[config.mk]
export PLATFORM = sky130hd
export DESIGN_NAME = pci_tgt_decode
export DESIGN_NICKNAME = d
export VERILOG_FILES = /design/src/rtl/pci_tgt_pkg.sv /design/src/rtl/pci_cmd_decode.sv /design/src/rtl/pci_bar_match.sv /design/src/rtl/pci_burst_addr.sv /design/src/rtl/pci_tgt_decode.sv
export SDC_FILE = /design/constraint.sdc
export NUM_CORES = 1
export LEC_CHECK = 0
export BUFFER_PORTS_ARGS = -buffer_cell sky130_fd_sc_hd__buf_2
export CORE_AREA = 4 4 105 107
export CTS_BUF_LIST = sky130_fd_sc_hd__clkbuf_2 sky130_fd_sc_hd__clkbuf_4 sky130_fd_sc_hd__clkbuf_8
export DETAILED_ROUTE_END_ITERATION = 12
export DIE_AREA = 0 0 109 111
export PLACE_DENSITY = 0.77
export SYNTH_ARGS = -nofsm -noshare
export SYNTH_HDL_FRONTEND = slang
export SYNTH_SLANG_ARGS = --single-unit
[constraint.sdc]
create_clock -name clk_i -period 1.9 [get_ports clk_i]
set_input_delay 0.095 -clock clk_i [delete_from_list [all_inputs] [get_ports clk_i]]
set_output_delay 0.095 -clock clk_i [all_outputs]
set_load 0.1 [all_outputs]
[src/rtl/pci_tgt_pkg.sv]
package pci_tgt_pkg;
  localparam int unsigned DW       = 32;
  localparam int unsigned BEW      = DW / 8;
  localparam int unsigned DWORD_B  = BEW;
  localparam int unsigned IO_LSB   = 2;

  typedef logic [3:0] cmd_t;
  localparam cmd_t CMD_IO_RD   = 4'b0010;
  localparam cmd_t CMD_IO_WR   = 4'b0011;
  localparam cmd_t CMD_MEM_RD  = 4'b0110;
  localparam cmd_t CMD_MEM_WR  = 4'b0111;
  localparam cmd_t CMD_MEM_RDM = 4'b1100;
  localparam cmd_t CMD_MEM_RDL = 4'b1110;
endpackage

[src/rtl/pci_cmd_decode.sv]
module pci_cmd_decode
  import pci_tgt_pkg::*;
(
  input  logic [3:0] cmd_i,
  output logic       rd_o,
  output logic       wr_o
);
  always_comb begin
    rd_o = 1'b0;
    wr_o = 1'b0;
    unique case (cmd_i)
      CMD_IO_RD, CMD_MEM_RD, CMD_MEM_RDM, CMD_MEM_RDL: rd_o = 1'b1;
      CMD_IO_WR, CMD_MEM_WR:                           wr_o = 1'b1;
      default: ;
    endcase
  end


  always_comb begin
    decode_excl_chk: assert (!(rd_o && wr_o));
  end
endmodule

[src/rtl/pci_bar_match.sv]
module pci_bar_match
  import pci_tgt_pkg::*;
#(
  parameter int unsigned           NUM_BARS      = 2,
  parameter int unsigned           MEM_SIZE_LOG2 = 12,
  parameter logic [NUM_BARS-1:0]   BAR_IS_IO     = 2'b10,
  localparam int unsigned          IDX_W         = (NUM_BARS > 1) ? $clog2(NUM_BARS) : 1
) (
  input  logic [DW-1:0]          addr_i,
  input  logic [NUM_BARS*DW-1:0] bar_base_i,
  input  logic                   mem_en_i,
  input  logic                   io_en_i,
  output logic                   hit_o,
  output logic [IDX_W-1:0]       idx_o
);
  logic [NUM_BARS-1:0] hit_vec;

  for (genvar g = 0; g < NUM_BARS; g++) begin : g_bar
    logic [DW-1:0] base;
    assign base = bar_base_i[g*DW +: DW];
    if (BAR_IS_IO[g]) begin : g_io
      assign hit_vec[g] = io_en_i && (addr_i[DW-1:IO_LSB] == base[DW-1:IO_LSB]);
    end else begin : g_mem
      assign hit_vec[g] = mem_en_i &&
                          (addr_i[DW-1:MEM_SIZE_LOG2] == base[DW-1:MEM_SIZE_LOG2]);
    end
  end

  // lowest window index wins
  always_comb begin
    idx_o = '0;
    for (int i = NUM_BARS - 1; i >= 0; i--) begin
      if (hit_vec[i]) idx_o = IDX_W'(i);
    end
  end

  assign hit_o = |hit_vec;


  always_comb begin
    hit_needs_en_chk: assert (!hit_o || mem_en_i || io_en_i);
  end
endmodule

[src/rtl/pci_burst_addr.sv]
module pci_burst_addr
  import pci_tgt_pkg::*;
#(
  parameter int unsigned IDX_W = 1
) (
  input  logic             clk_i,
  input  logic             rst_ni,
  input  logic [DW-1:0]    ad_i,
  input  logic             adr_valid_i,
  input  logic             adr_inc_i,
  input  logic             last_d1_i,
  input  logic             rd_dec_i,
  input  logic             wr_dec_i,
  input  logic             hit_i,
  input  logic [IDX_W-1:0] hit_idx_i,
  output logic [DW-1:0]    addr_o,
  output logic             rd_act_o,
  output logic             wr_act_o,
  output logic [IDX_W-1:0] bar_idx_o
);
  logic [DW-1:0]    addr_q;
  logic             rd_act_q, wr_act_q;
  logic [IDX_W-1:0] bar_q;

  always_ff @(posedge clk_i or negedge rst_ni) begin
    if (!rst_ni) begin
      addr_q   <= '0;
      rd_act_q <= 1'b0;
      wr_act_q <= 1'b0;
      bar_q    <= '0;
    end else if (adr_valid_i) begin
      addr_q   <= ad_i;
      rd_act_q <= rd_dec_i && hit_i;
      wr_act_q <= wr_dec_i && hit_i;
      bar_q    <= hit_idx_i;
    end else begin
      if (adr_inc_i) addr_q <= addr_q + DW'(DWORD_B);
      if (last_d1_i) begin
        rd_act_q <= 1'b0;
        wr_act_q <= 1'b0;
      end
    end
  end

  assign addr_o    = addr_q;
  assign rd_act_o  = rd_act_q;
  assign wr_act_o  = wr_act_q;
  assign bar_idx_o = bar_q;


  addr_latch_chk: assert property (@(posedge clk_i) disable iff (!rst_ni)
    adr_valid_i |=> addr_q == $past(ad_i));


  addr_step_chk: assert property (@(posedge clk_i) disable iff (!rst_ni)
    (adr_inc_i && !adr_valid_i) |=> addr_q == $past(addr_q) + DW'(DWORD_B));


  wr_rise_chk: assert property (@(posedge clk_i) disable iff (!rst_ni)
    $rose(wr_act_q) |-> $past(adr_valid_i && wr_dec_i));


  rd_rise_chk: assert property (@(posedge clk_i) disable iff (!rst_ni)
    $rose(rd_act_q) |-> $past(adr_valid_i && rd_dec_i));
endmodule

[src/rtl/pci_tgt_decode.sv]
module pci_tgt_decode
  import pci_tgt_pkg::*;
#(
  parameter int unsigned         NUM_BARS      = 2,
  parameter int unsigned         MEM_SIZE_LOG2 = 12,
  parameter logic [NUM_BARS-1:0] BAR_IS_IO     = 2'b10
) (
  input  logic                   clk_i,
  input  logic                   rst_ni,
  input  logic [31:0]            ad_i,
  input  logic [3:0]             cbe_i,
  input  logic                   adr_valid_i,
  input  logic                   adr_inc_i,
  input  logic                   last_d1_i,
  input  logic                   mem_en_i,
  input  logic                   io_en_i,
  input  logic [NUM_BARS*32-1:0] bar_base_i,
  input  logic [NUM_BARS*32-1:0] bar_rd_data_i,
  output logic                   rd_decode_o,
  output logic                   wr_decode_o,
  output logic                   sel_o,
  output logic                   usr_read_o,
  output logic                   usr_write_o,
  output logic [31:0]            cur_addr_o,
  output logic                   wr_strobe_o,
  output logic [3:0]             wr_byte_en_o,
  output logic [31:0]            wr_data_o,
  output logic [31:0]            rd_data_o
);
  localparam int unsigned IDX_W = (NUM_BARS > 1) ? $clog2(NUM_BARS) : 1;

  logic             rd_dec, wr_dec, hit, rd_act, wr_act;
  logic [IDX_W-1:0] hit_idx, bar_idx;

  pci_cmd_decode u_cmd (
    .cmd_i (cbe_i),
    .rd_o  (rd_dec),
    .wr_o  (wr_dec)
  );

  pci_bar_match #(
    .NUM_BARS      (NUM_BARS),
    .MEM_SIZE_LOG2 (MEM_SIZE_LOG2),
    .BAR_IS_IO     (BAR_IS_IO)
  ) u_match (
    .addr_i     (ad_i),
    .bar_base_i (bar_base_i),
    .mem_en_i   (mem_en_i),
    .io_en_i    (io_en_i),
    .hit_o      (hit),
    .idx_o      (hit_idx)
  );

  pci_burst_addr #(.IDX_W(IDX_W)) u_burst (
    .clk_i       (clk_i),
    .rst_ni      (rst_ni),
    .ad_i        (ad_i),
    .adr_valid_i (adr_valid_i),
    .adr_inc_i   (adr_inc_i),
    .last_d1_i   (last_d1_i),
    .rd_dec_i    (rd_dec),
    .wr_dec_i    (wr_dec),
    .hit_i       (hit),
    .hit_idx_i   (hit_idx),
    .addr_o      (cur_addr_o),
    .rd_act_o    (rd_act),
    .wr_act_o    (wr_act),
    .bar_idx_o   (bar_idx)
  );

  assign rd_decode_o  = rd_dec;
  assign wr_decode_o  = wr_dec;
  assign sel_o        = adr_valid_i && hit;
  assign usr_read_o   = rd_act;
  assign usr_write_o  = wr_act;
  assign wr_strobe_o  = wr_act && adr_inc_i;
  assign wr_byte_en_o = wr_strobe_o ? ~cbe_i : 4'b0000;
  assign wr_data_o    = ad_i;

  always_comb begin
    rd_data_o = '0;
    for (int i = 0; i < NUM_BARS; i++) begin
      if (bar_idx == IDX_W'(i)) rd_data_o = bar_rd_data_i[i*32 +: 32];
    end
  end


  burst_excl_chk: assert property (@(posedge clk_i) disable iff (!rst_ni)
    !(usr_read_o && usr_write_o));


  strobe_end_chk: assert property (@(posedge clk_i) disable iff (!rst_ni)
    (last_d1_i && !adr_valid_i) |=> !wr_strobe_o);
endmodule

Word-level counts from Yosys, hierarchy flattened
Cells that the tools add are included.

word-level totals
  register bits = 35
  bits of input ports = 171
  output and inout bits = 106
  word-level logic and storage cells = 36

operators by class
  $add $sub $neg = 1
  equality and inequality tests = 8
  multiplexer cells = 11
  bitwise operators = 1
  reductions and logical operators = 11

operator list
  cell                   count
  $mux 32                3
  $add 32x3->32 const B  1
  $eq 30x30->1           1
  $eq 20x20->1           1
  $eq 4x2->1 const B     2
  $eq 4x3->1 const B     2
  $eq 4x4->1 const B     2
  $mux 1                 7
  $logic_and 1x1->1      6
  $mux 4                 1
  $not 4->4              1
  $reduce_bool 2->1      2
  $reduce_or 2->1        2
  $reduce_or 4->1        1

Longest topological paths before layout
Gate-level depths: netlist (run 1).

  depth in word-level cells = 5
  mapped depth = 6
  gate-level depth less buffers = 6

By module
From an unflattened synthesis (run 1), not the netlist that was laid out.

unflattened totals
  cells, all modules = 356
  area, all modules = 3359.5 sq um

modules (own cells, without submodules)
  module          instances  cells an instance  area an instance (sq um)  seq. area each (sq um)
  pci_burst_addr  1          209                1926.8                    875.8
  pci_tgt_decode  1          74                 832.0                     0.0
  pci_bar_match   1          69                 579.3                     0.0
  pci_cmd_decode  1          4                  21.3                      0.0

Worst setup path before layout (run 1)
Ideal clock, no wire load.

  path kind = reg2reg
  start = reg u_burst.addr_q[2], in the netlist u_burst.addr_o[2]
  end = reg u_burst.addr_q[28], in the netlist u_burst.addr_o[28]
  setup time = 0.125 ns
  arrival time = 2.451 ns
  data required time = 1.775 ns
  slack = -0.676 ns
  stages on the path, launching flop included = 7
  path buffers = 0
  period minus slack after synthesis = 2.576 ns
  cell sequence = dfrtp_1 -> ha_1 -> nand4_1 -> nor4_2 -> nand3_1 -> xnor2_1 -> mux2_2

between the ends
  word-level cells in the longest chain between the ends = 3

RTL lines
  item                      line                  text
  start: declaration        pci_burst_addr.sv:21  logic [DW-1:0] addr_q;
  start signal: assignment  pci_burst_addr.sv:32  addr_q <= ad_i;
  start signal: assignment  pci_burst_addr.sv:37  if (adr_inc_i) addr_q <= addr_q + DW'(DWORD_B);
  $add 32x3->32             pci_burst_addr.sv:37
  $mux 32                   pci_burst_addr.sv:37
  $mux 32                   pci_burst_addr.sv:31  end else if (adr_valid_i) begin

Every way passes these cells. The select of a mux whose other input is x is not followed.
A chain may end at the register's enable or synchronous reset.

Worst setup path after layout (run 1)
  start = in ad_i[26]
  end = out sel_o

between the ends
  word-level cells in the longest chain between the ends = 4
  elaborated cells between the ends (all ways) = 6
  those cells by class = 2 x eq/ne; 4 x reduce/logical

RTL lines
  item                                                 line                                      text
  start: declaration                                   pci_tgt_decode.sv:10                      input logic [31:0] ad_i,
  $eq 30x30->1 / $eq 20x20->1 (equally long branches)  pci_bar_match.sv:22, pci_bar_match.sv:25
  $logic_and 1x1->1, on equally long branches          pci_bar_match.sv:22, pci_bar_match.sv:24
  $reduce_or 2->1 (*)                                  pci_bar_match.sv:37                       assign hit_o = |hit_vec;
  $logic_and 1x1->1 (*)                                pci_tgt_decode.sv:73                      assign sel_o = adr_valid_i && hit;
  end: declaration                                     pci_tgt_decode.sv:21                      output logic sel_o,

Mark *: on every way between the ends. The rest lies on a longest branch, timed or not.

==> flow_summary.json, run 1 <==
{
  "clk_latency_ns": 0.29,
  "wl_mm": 12.9,
  "antenna_found_initial": 2,
  "p_leak_nw": 2.33,
  "multi_input_area_sq_um": 1930,
  "synth_area_leaders": "dfrtp_1 (29%), xnor2_1 (15%), mux2_2 (13%), buf_4 (7.9%), xor2_1 (7.7%)",
  "n_antenna_cell": 0,
  "final-max-slew-violation-count": 0,
  "min_path_type": "in -> reg",
  "p_int_w": 0.00163,
  "synthDistinctLibCells": 29,
  "fillers": 918,
  "cts-buffers-inserted": 5,
  "final_util_pct": 50.3,
  "clk_pin_slew_ns": 0.08,
  "clock_path_buffers": 2,
  "setup_viol": 0,
  "synthArstFlopShare_pct": 100,
  "grt_max_degree": 64,
  "synth_edf_count": 0,
  "syn_nets": 514,
  "syn_area_per_cell_sq_um": 8.94,
  "finalNonFillerCells": 720,
  "max_slew_margin_pct": 44.5,
  "switching_power_w": 0.00179,
  "track_usage_pct": 20.1,
  "cp_max_fo": 3,
  "port_buffers": 262,
  "hold_violations": 0,
  "final_antenna_net_count": 0,
  "grt-ovfl-total": 0,
  "dpl.hpwl_mm": 10.9,
  "max_cap_viol_count": 0,
  "status": "finished, final reports clean",
  "ys_seq_elements": 35,
  "synthCells": 342,
  "rows": 37,
  "synth_top_area_share_pct": 28.6,
  "yosys_warnings": 0,
  "start_util_pct": 30.2,
  "core_area_sq_um": 10100,
  "ioPinCount": 277,
  "peakVddDrop_v": 0.000275,
  "crit_required_ns": 1.80,
  "rsz0062_at_grt": "no",
  "die_y_um": 111,
  "synth_area_leader_cell": "dfrtp_1",
  "post-synth-top-count-cell": "xnor2_1",
  "dp.cells": 711,
  "seq_area_frac_synth_pct": 28.6,
  "postCtsSetupRepairBufs": 0,
  "grt_pass1_wl_mm": 18.7,
  "firstDrtPassIters": 4,
  "ys.flop_type": "dfrtp_1",
  "power_frac_comb_pct": 55.5,
  "seqCellArea_sq_um": 938,
  "cts_tree": "yes",
  "route.detailed.drc": 0,
  "seq_power_share_pct": 26.9,
  "max_freq_ghz": 0.550,
  "period_needed_ns": 1.82,
  "vias": 3340,
  "final_nets": 755,
  "synthesis.area_sq_um": 3060,
  "swShare_pct": 52.4,
  "r2r_slack_ns": 0.11,
  "netlist_top_cells_count": "xnor2_1 (52), nand2_1 (40), mux2_2 (36)",
  "root_buffer": "clkbuf_8",
  "arrival_ns": 1.72,
  "power_density_nw_per_um2": 671,
  "critPathKind": "in -> out",
  "htree_levels": 2,
  "drive_gt1_share_pct": 62.0,
  "whs_ns": 0.0514,
  "clock-sinks": 35,
  "p_clk_share_pct": 17.6,
  "dr.first_iter.drc_count": 141,
  "die_x_um": 109,
  "detail_route.wl_per_cell_um": 17.9,
  "grt_pass1_vias": 3427,
  "start_kind": "input pin",
  "endpoint_kind": "primary output",
  "period_share_pct": 95.7,
  "worst_clock_skew_ns": 0.00901,
  "dieArea_sq_um": 12100,
  "fin_total_pwr_w": 0.00342,
  "areaGrowthSynthToFinish_pct": 66.5,
  "tightest_slew_ns": 0.833,
  "gp_congestion": 0.865,
  "routed_via_density": 4.64
}
[power groups by stage]
stage	Combinational, W	Sequential (W)	Clock (W)
after floorplan	0.000863	0.00140	0
after global placement	0.00188	0.000925	0
after detailed placement	0.00190	0.000931	0
after CTS	0.00191	0.000916	0.000628
after global routing	0.00197	0.000931	0.000672
final	0.00190	0.000918	0.000603
[metal layers]
layer / part of all wire (%) / up-vias / wire length (um) / track usage, %
met3: 7.8 / 18 / 1000 / 5.07
met1: 39 / 1539 / 4980 / 23.7
met4: 1.9 / 4 / 247 / 5.39
li1: - / 1622 / - / -
met2: 51 / 157 / 6620 / 35.5
met5: 0.12 / - / 15 / 0
[placed cells by master, fill, tap and decap left out, drive strengths merged, types with 14 or more instances in the layout]
cell type and instances:
xor2 27, xnor2 52, mux2 36, dfrtp 35
nand3 14, nand2 40, o21ai 29, buf 277
nor2 14, nand4 22
[cells by family (layout without fill, tap and decap cells)]
logic type / Yosys count / in the layout / share of synthesized area [%]
AND/OR/NAND/NOR: 106 / 106 / 17.9
XOR/XNOR: 79 / 79 / 22.6
buffers and inverters: 50 / 292 / 10.4
multiplexers: 38 / 38 / 13.9
flip-flops: 35 / 35 / 28.6
AO/OA/AOI/OAI: 33 / 33 / 6.13
adder cells (fa/ha/maj): 1 / 1 / 0.409
[what timing repair did]
| item | 4_1_cts | 5_1_grt |
|---|---|---|
| hold buffers | 1 | 0 |
| endpoints found under the setup margin | 0 | 2 |
| resized for setup | 0 | 4 |
| endpoints found under the hold margin | 35 | 0 |
[per-stage QoR]
stage | worst slack, ns | instance area (sq um) | setup TNS (ns)
floorplan | -0.154 | 3180 | -0.273
global placement | 0.0219 | 4970 | 0
detailed placement | 0.0245 | 4970 | 0
CTS | 0.00429 | 5080 | 0
global route | 0.00293 | 5090 | 0
finish | 0.0815 | 5090 | 0
[final cells by class]
| cell class | count | share of cell area (%) |
|---|---|---|
| Timing Repair Buffer | 278 | 37.9 |
| Multi-Input combinational cell | 257 | 37.8 |
| Sequential cell | 35 | 18.4 |
| Tap cell | 136 | 3.34 |
| Clock buffer | 6 | 1.62 |
| Inverter | 6 | 0.516 |
| Clock inverter | 2 | 0.319 |
[critical path: stages]
cell and delay, ns:
buf_2 0.14, xor2_1 0.16, or4_4 0.54, nor4_2 0.28, buf_4 0.16, o2bb2ai_4 0.14
buf_12 0.20
[registers in the layout, indices dropped and copies added, names as in the netlist]
| signal | cells |
|---|---|
| u_burst.bar_idx_o | 1 |
| u_burst.rd_act_o | 1 |
| u_burst.addr_o | 32 |
| u_burst.wr_act_o | 1 |
[path summary, 6_finish.rpt]
check / from / to / cells after the start
setup reg to reg: u_burst.addr_o[2] / u_burst.addr_o[28] / 7
setup / recovery: ad_i[26] / sel_o / 7
hold / removal: ad_i[1] / u_burst.addr_o[1] / 2
hold reg to reg: u_burst.addr_o[1] / u_burst.addr_o[1] / 1
max in group asynchronous: rst_ni / u_burst.addr_o[15] / 2
min in group asynchronous: rst_ni / u_burst.addr_o[24] / 2
(Power assumes the default switching activity.)
==> run 2: changes to the inputs <==
--- a/config.mk
+++ b/config.mk
@@ -6,11 +6,13 @@
 export NUM_CORES = 1
 export LEC_CHECK = 0
 export BUFFER_PORTS_ARGS = -buffer_cell sky130_fd_sc_hd__buf_2
-export CORE_AREA = 4 4 105 107
+export CORE_AREA = 4 4 104 106
 export CTS_BUF_LIST = sky130_fd_sc_hd__clkbuf_2 sky130_fd_sc_hd__clkbuf_4 sky130_fd_sc_hd__clkbuf_8
 export DETAILED_ROUTE_END_ITERATION = 12
-export DIE_AREA = 0 0 109 111
-export PLACE_DENSITY = 0.77
+export DIE_AREA = 0 0 108 110
+export MAX_ROUTING_LAYER = met4
+export PLACE_DENSITY = 0.79
 export SYNTH_ARGS = -nofsm -noshare
 export SYNTH_HDL_FRONTEND = slang
 export SYNTH_SLANG_ARGS = --single-unit
+export TNS_END_PERCENT = 20
==> constraint.sdc (replaced) <==
create_clock -name clk_i -period 2.1 [get_ports clk_i]
set_input_delay 0.105 -clock clk_i [delete_from_list [all_inputs] [get_ports clk_i]]
set_output_delay 0.105 -clock clk_i [all_outputs]
set_load 0.1 [all_outputs]
==> run 2 against run 1 <==
Total power is 4.5% lower. Critical path depth decreased by 1. Utilization is 0.90 points higher. Worst hold slack better by 0.015 ns. Register-to-register slack better by 0.02 ns. Clock skew up 0.0011 ns. Die area fell by 1.8%. Combinational power decreased by 11%. Clock power is 23% higher. First-iteration DRC count grew 9.2%. Sequential share of layout area is essentially flat. Global-route usage fell by 0.087 points. Critical path type is now reg -> reg. Critical endpoint is now u_burst.addr_o[22]. Largest power group unchanged.
==> flow_summary.json, run 2 (synthesized netlist as in run 1, its figures left out) <==
{
  "min_path_type": "in -> reg",
  "tightest_slew_ns": 0.795,
  "period_needed_ns": 1.97,
  "postCtsSetupRepairBufs": 0,
  "dpl.hpwl_mm": 10.8,
  "start_util_pct": 31.3,
  "root_buffer": "clkbuf_8",
  "peakVddDrop_v": 0.000480,
  "r2r_slack_ns": 0.13,
  "finalNonFillerCells": 710,
  "clock-sinks": 35,
  "vias": 3389,
  "clock_path_buffers": 2,
  "start_kind": "register",
  "hold_violations": 0,
  "grt_pass1_wl_mm": 17.9,
  "cts_tree": "yes",
  "die_x_um": 108,
  "top_usage_layer": "met2",
  "final_common_cell": "buf_2",
  "setup_viol": 0,
  "rsz0062_at_grt": "no",
  "wl_mm": 12.6,
  "max_cap_viol_count": 0,
  "clk_pin_slew_ns": 0.08,
  "cts_resized": 0,
  "crit_end": "u_burst.addr_o[22]",
  "status": "finished, final reports clean",
  "endpoint_kind": "register",
  "route.detailed.drc": 0,
  "drive_gt1_share_pct": 60.6,
  "port_buffers": 262,
  "grtUsageMet1_pct": 25.7,
  "critPathKind": "reg -> reg",
  "p_leak_nw": 2.32,
  "rr_endpoint": "u_burst.addr_o[22]",
  "final_cell_mix": "buf_2 (229), xnor2_1 (52), nand2_1 (40)",
  "met2_usage_pct": 33.3,
  "fin_total_pwr_w": 0.00326,
  "final_util_pct": 51.2,
  "die_y_um": 110,
  "track_usage_pct": 20.0,
  "dp.cells": 700,
  "areaGrowthSynthToFinish_pct": 63.4,
  "final-max-slew-violation-count": 0,
  "finalSetupTns_ns": 0,
  "largest_register_ffs": 32,
  "dr.first_iter.drc_count": 154,
  "routed_via_density": 4.77,
  "crit_required_ns": 2.27,
  "htree_levels": 2,
  "worstSetupStartpoint": "u_burst.addr_o[2]",
  "period_share_pct": 93.8,
  "grt-ovfl-total": 0,
  "cp_max_fo": 5,
  "cts_hold_buf": 1,
  "firstDrtPassIters": 4,
  "max_slew_margin_pct": 47.0,
  "rr_startpoint": "u_burst.addr_o[2]",
  "antenna_found_initial": 1,
  "final_antenna_net_count": 0,
  "core_area_sq_um": 9770,
  "dieArea_sq_um": 11900,
  "ff2ff_path_depth": 6,
  "grt_pass1_vias": 3430,
  "rows": 36,
  "max_freq_ghz": 0.508,
  "clk_latency_ns": 0.28,
  "ioPinCount": 277,
  "cts-buffers-inserted": 5,
  "arrival_ns": 2.14,
  "gp_congestion": 0.854,
  "detail_route.wl_per_cell_um": 17.7,
  "grt_use_met3_pct": 3.26,
  "final_nets": 747,
  "worst_clock_skew_ns": 0.0101,
  "grt_max_degree": 64,
  "power_density_nw_per_um2": 653
}
-- run 2: changes by cell type in the layout (fill, tap and decap cells not counted), moves of 2 or more --
| cell | delta |
|---|---|
| buf_4 | -7 |
| bufinv_16 | +2 |
| clkinvlp_4 | -2 |
| dfrtp_2 | +6 |
| dfrtp_4 | -7 |
| nor2_2 | +4 |
| nor2_4 | -4 |
-- run 2: layout make-up --
type | instances | area [sq um]
Fill cell | 933 | 4770
Timing Repair Buffer | 270 | 1870
Antenna cell | 1 | 2.50
Inverter | 6 | 22.5
Clock buffer | 6 | 76.3
Sequential cell | 35 | 920
Clock inverter | 2 | 60.1
Tap cell | 133 | 166
Multi-Input combinational cell | 257 | 1880
-- run 2: report_power, final --
| part | internal (W) | switching [W] | total, W | leakage, nW |
|---|---|---|---|---|
| clock | 0.000488 | 0.000256 | 0.000744 | 0.0688 |
| sequential | 0.000747 | 0.0000797 | 0.000826 | 0.401 |
| combinational | 0.000442 | 0.00125 | 0.00169 | 1.85 |
-- run 2: worst min-delay path by stage --
stage               cells past startpoint                  to     from  slack, ns
floorplan                               0   u_burst.addr_o[0]   rst_ni      -0.19
global placement                        1  u_burst.addr_o[31]   rst_ni       0.23
detailed placement                      1  u_burst.addr_o[31]   rst_ni       0.25
CTS                                     2   u_burst.addr_o[1]  ad_i[1]       0.06
global route                            2   u_burst.addr_o[1]  ad_i[1]       0.07
finish                                  2   u_burst.addr_o[1]  ad_i[1]       0.07
-- run 2: metrics by stage --
stage               hold slack, ns  instance area [sq um]  worst slack [ns]
global route                0.0682                   5000            0.0185
detailed placement           0.255                   4850             0.139
global placement             0.233                   4850             0.168
floorplan                   -0.191                   3120            -0.113
CTS                         0.0558                   5000             0.141
finish                      0.0663                   5000             0.130
-- run 2: worst max-delay path: stages (launching register included) --
cell and delay (ns):
dfrtp_4 0.44, ha_1 0.22, nand4_1 0.23, nor4_4 0.39
nand3_1 0.16, xnor2_1 0.15, mux2_2 0.26
-- run 2: per-layer routing --
| metal | vias to the layer above | share of wire [%] |
|---|---|---|
| li1 | 1616 | - |
| met1 | 1616 | 41 |
| met2 | 145 | 51 |
| met3 | 12 | 6.8 |
| met4 | 0 | 1.3 |
| met5 | - | 0 |
==> run 3: changes to the inputs <==
--- a/config.mk
+++ b/config.mk
@@ -6,10 +6,11 @@
 export NUM_CORES = 1
 export LEC_CHECK = 0
 export BUFFER_PORTS_ARGS = -buffer_cell sky130_fd_sc_hd__buf_2
-export CORE_AREA = 4 4 104 106
+export CORE_ASPECT_RATIO = 0.9
+export CORE_MARGIN = 4
+export CORE_UTILIZATION = 31
 export CTS_BUF_LIST = sky130_fd_sc_hd__clkbuf_2 sky130_fd_sc_hd__clkbuf_4 sky130_fd_sc_hd__clkbuf_8
 export DETAILED_ROUTE_END_ITERATION = 12
-export DIE_AREA = 0 0 108 110
 export MAX_ROUTING_LAYER = met4
 export PLACE_DENSITY = 0.79
 export SYNTH_ARGS = -nofsm -noshare
==> run 3 against run 2 <==
Sequential power barely moved. Sequential share of layout area rose by 0.27 points. Setup slack improved by 0.036 ns. Critical path type is now in -> out. Final cell count fell by 1.3%. Fmax rose by 1.9%. Routed wire length rose by 1.0%. Utilization fell by 0.12 points. Total power fell by 7.3%. Combinational power barely moved. Register-to-register slack improved by 0.04 ns. Count of clock-buffer cells in the layout fell by 1. Critical path depth did not move.
==> flow_summary.json, run 3 (synthesized netlist as in run 1, its figures left out) <==
{
  "worst_clock_skew_ns": 0.0122,
  "rsz0062_at_grt": "no",
  "largest_register_ffs": 32,
  "firstDrtPassIters": 4,
  "min_path_type": "in -> reg",
  "setup_viol": 0,
  "cp_cell_sequence": "buf_2 -> xor2_1 -> or4_1 -> nor4_2 -> o2bb2ai_2 -> buf_12",
  "vias": 3344,
  "track_usage_pct": 21.1,
  "cts_tree": "yes",
  "grt-ovfl-total": 0,
  "die_x_um": 113,
  "die_y_um": 102,
  "start_util_pct": 31.7,
  "period_needed_ns": 1.93,
  "clk_pin_slew_ns": 0.09,
  "clock_path_buffers": 2,
  "period_share_pct": 92.1,
  "cp_slowest_stage_delay_ns": 0.58,
  "final_antenna_net_count": 0,
  "endpoint_kind": "primary output",
  "ff2ff_path_depth": 7,
  "clock-sinks": 35,
  "tightest_slew_ns": 0.818,
  "hold_violations": 0,
  "start_kind": "input pin",
  "drive_gt1_share_pct": 60.5,
  "wl_mm": 12.7,
  "max_slew_margin_pct": 45.5,
  "final-max-slew-violation-count": 0,
  "crit_required_ns": 2.00,
  "whs_ns": 0.0512,
  "final_cell_mix": "buf_2 (229), xnor2_1 (52), nand2_1 (40)",
  "areaGrowthSynthToFinish_pct": 61.1,
  "power_density_nw_per_um2": 614,
  "rr_endpoint": "u_burst.addr_o[28]",
  "max_freq_ghz": 0.517,
  "grt_pass1_vias": 3323,
  "htree_levels": 2,
  "max_cap_viol_count": 0,
  "final_common_cell": "buf_2",
  "final_nets": 745,
  "p_leak_nw": 2.28,
  "route.detailed.drc": 0,
  "critPathKind": "in -> out",
  "antenna_found_initial": 1,
  "fin_total_pwr_w": 0.00303,
  "routed_via_density": 4.77,
  "dieArea_sq_um": 11500,
  "grt_pass1_wl_mm": 18.2,
  "ioPinCount": 277,
  "cts_resized": 0,
  "dpl.hpwl_mm": 10.7,
  "clk_latency_ns": 0.29,
  "grt_max_degree": 64,
  "hold_path_end": "u_burst.addr_o[1]",
  "dr.first_iter.drc_count": 143,
  "core_area_sq_um": 9660,
  "rows": 34,
  "peakVddDrop_v": 0.000368,
  "slowest_stage": "or4_1",
  "hp-start": "ad_i[1]",
  "cts-buffers-inserted": 5,
  "r2r_slack_ns": 0.17,
  "gp_congestion": 0.964,
  "rr_startpoint": "u_burst.addr_o[2]",
  "cp_max_fo": 4,
  "status": "finished, final reports clean",
  "port_buffers": 262,
  "root_buffer": "clkbuf_8",
  "detail_route.wl_per_cell_um": 18.1,
  "hold_path_depth": 2,
  "arrival_ns": 1.83
}
run 3: cell types whose count changed in the layout (fill, tap and decap cells not counted), sizes merged:
cell,before,now
buf,269,267
clkbuf,6,5
clkinvlp,0,2
bufinv,2,0
clkinv,0,1
run 3: stage by stage:
stage                     instances  setup slack [ns]  area (sq um)  setup TNS (ns)  util (%)
after floorplan                 342            -0.113          3120          -0.529         -
after global placement          691             0.205          4830               0      50.0
after detailed placement        691             0.173          4830               0      50.0
after CTS                       700             0.154          4930               0      51.0
after global routing            701            0.0925          4930               0      51.0
final                           701             0.167          4930               0      51.0
run 3: worst max-delay path by stage:
stage / from / endpoint / slack, ns / cells past startpoint
4_1_cts: u_burst.addr_o[2] / u_burst.addr_o[28] / 0.15 / 7
5_1_grt: u_burst.addr_o[2] / u_burst.addr_o[28] / 0.09 / 7
3_5_place_dp: u_burst.addr_o[2] / u_burst.addr_o[28] / 0.17 / 7
2_1_floorplan: u_burst.wr_act_o / wr_byte_en_o[0] / -0.11 / 2
6_report: ad_i[26] / sel_o / 0.17 / 6
3_3_place_gp: ad_i[26] / sel_o / 0.20 / 6
run 3: layer usage:
metal | global-route usage [%] | vias to the layer above | share of wire (%) | routed length (um)
met1 | 24.3 | 1540 | 38 | 4800
met4 | 5.45 | 0 | 2.1 | 268
met2 | 38.4 | 179 | 52 | 6610
li1 | - | 1609 | - | -
met5 | - | - | 0 | 0
met3 | 3.32 | 16 | 8.1 | 1030
run 3: what timing repair did:
item	CTS	global route
hold buffers	1	0
buffers inserted	0	0
endpoints found under the hold margin	35	0
setup endpoints to repair	0	0
run 3: worst max-delay path, delay by kind of cell:
kind	cells	cell delay (ns)
buffers and inverters	2	0.36
xor gates and xnor gates	1	0.18
and+or+nand+nor	2	0.97
AOI/OAI and AO/OA	1	0.21
run 3: cell type report:
class | instances | area (sq um)
tap | 126 | 158
timing repair buffer | 268 | 1850
multi-input combinational | 257 | 1880
clock inverter | 3 | 20.0
clock buffer | 5 | 68.8
sequential | 35 | 920
fill | 858 | 4730
antenna | 1 | 2.50
inverter | 6 | 22.5
run 3: power by group:
group	internal, W	total (W)	switching (W)
sequential	0.000747	0.000828	0.0000817
combinational	0.000441	0.00170	0.00126
clock	0.000231	0.000501	0.000270
total	0.00142	0.00303	0.00161
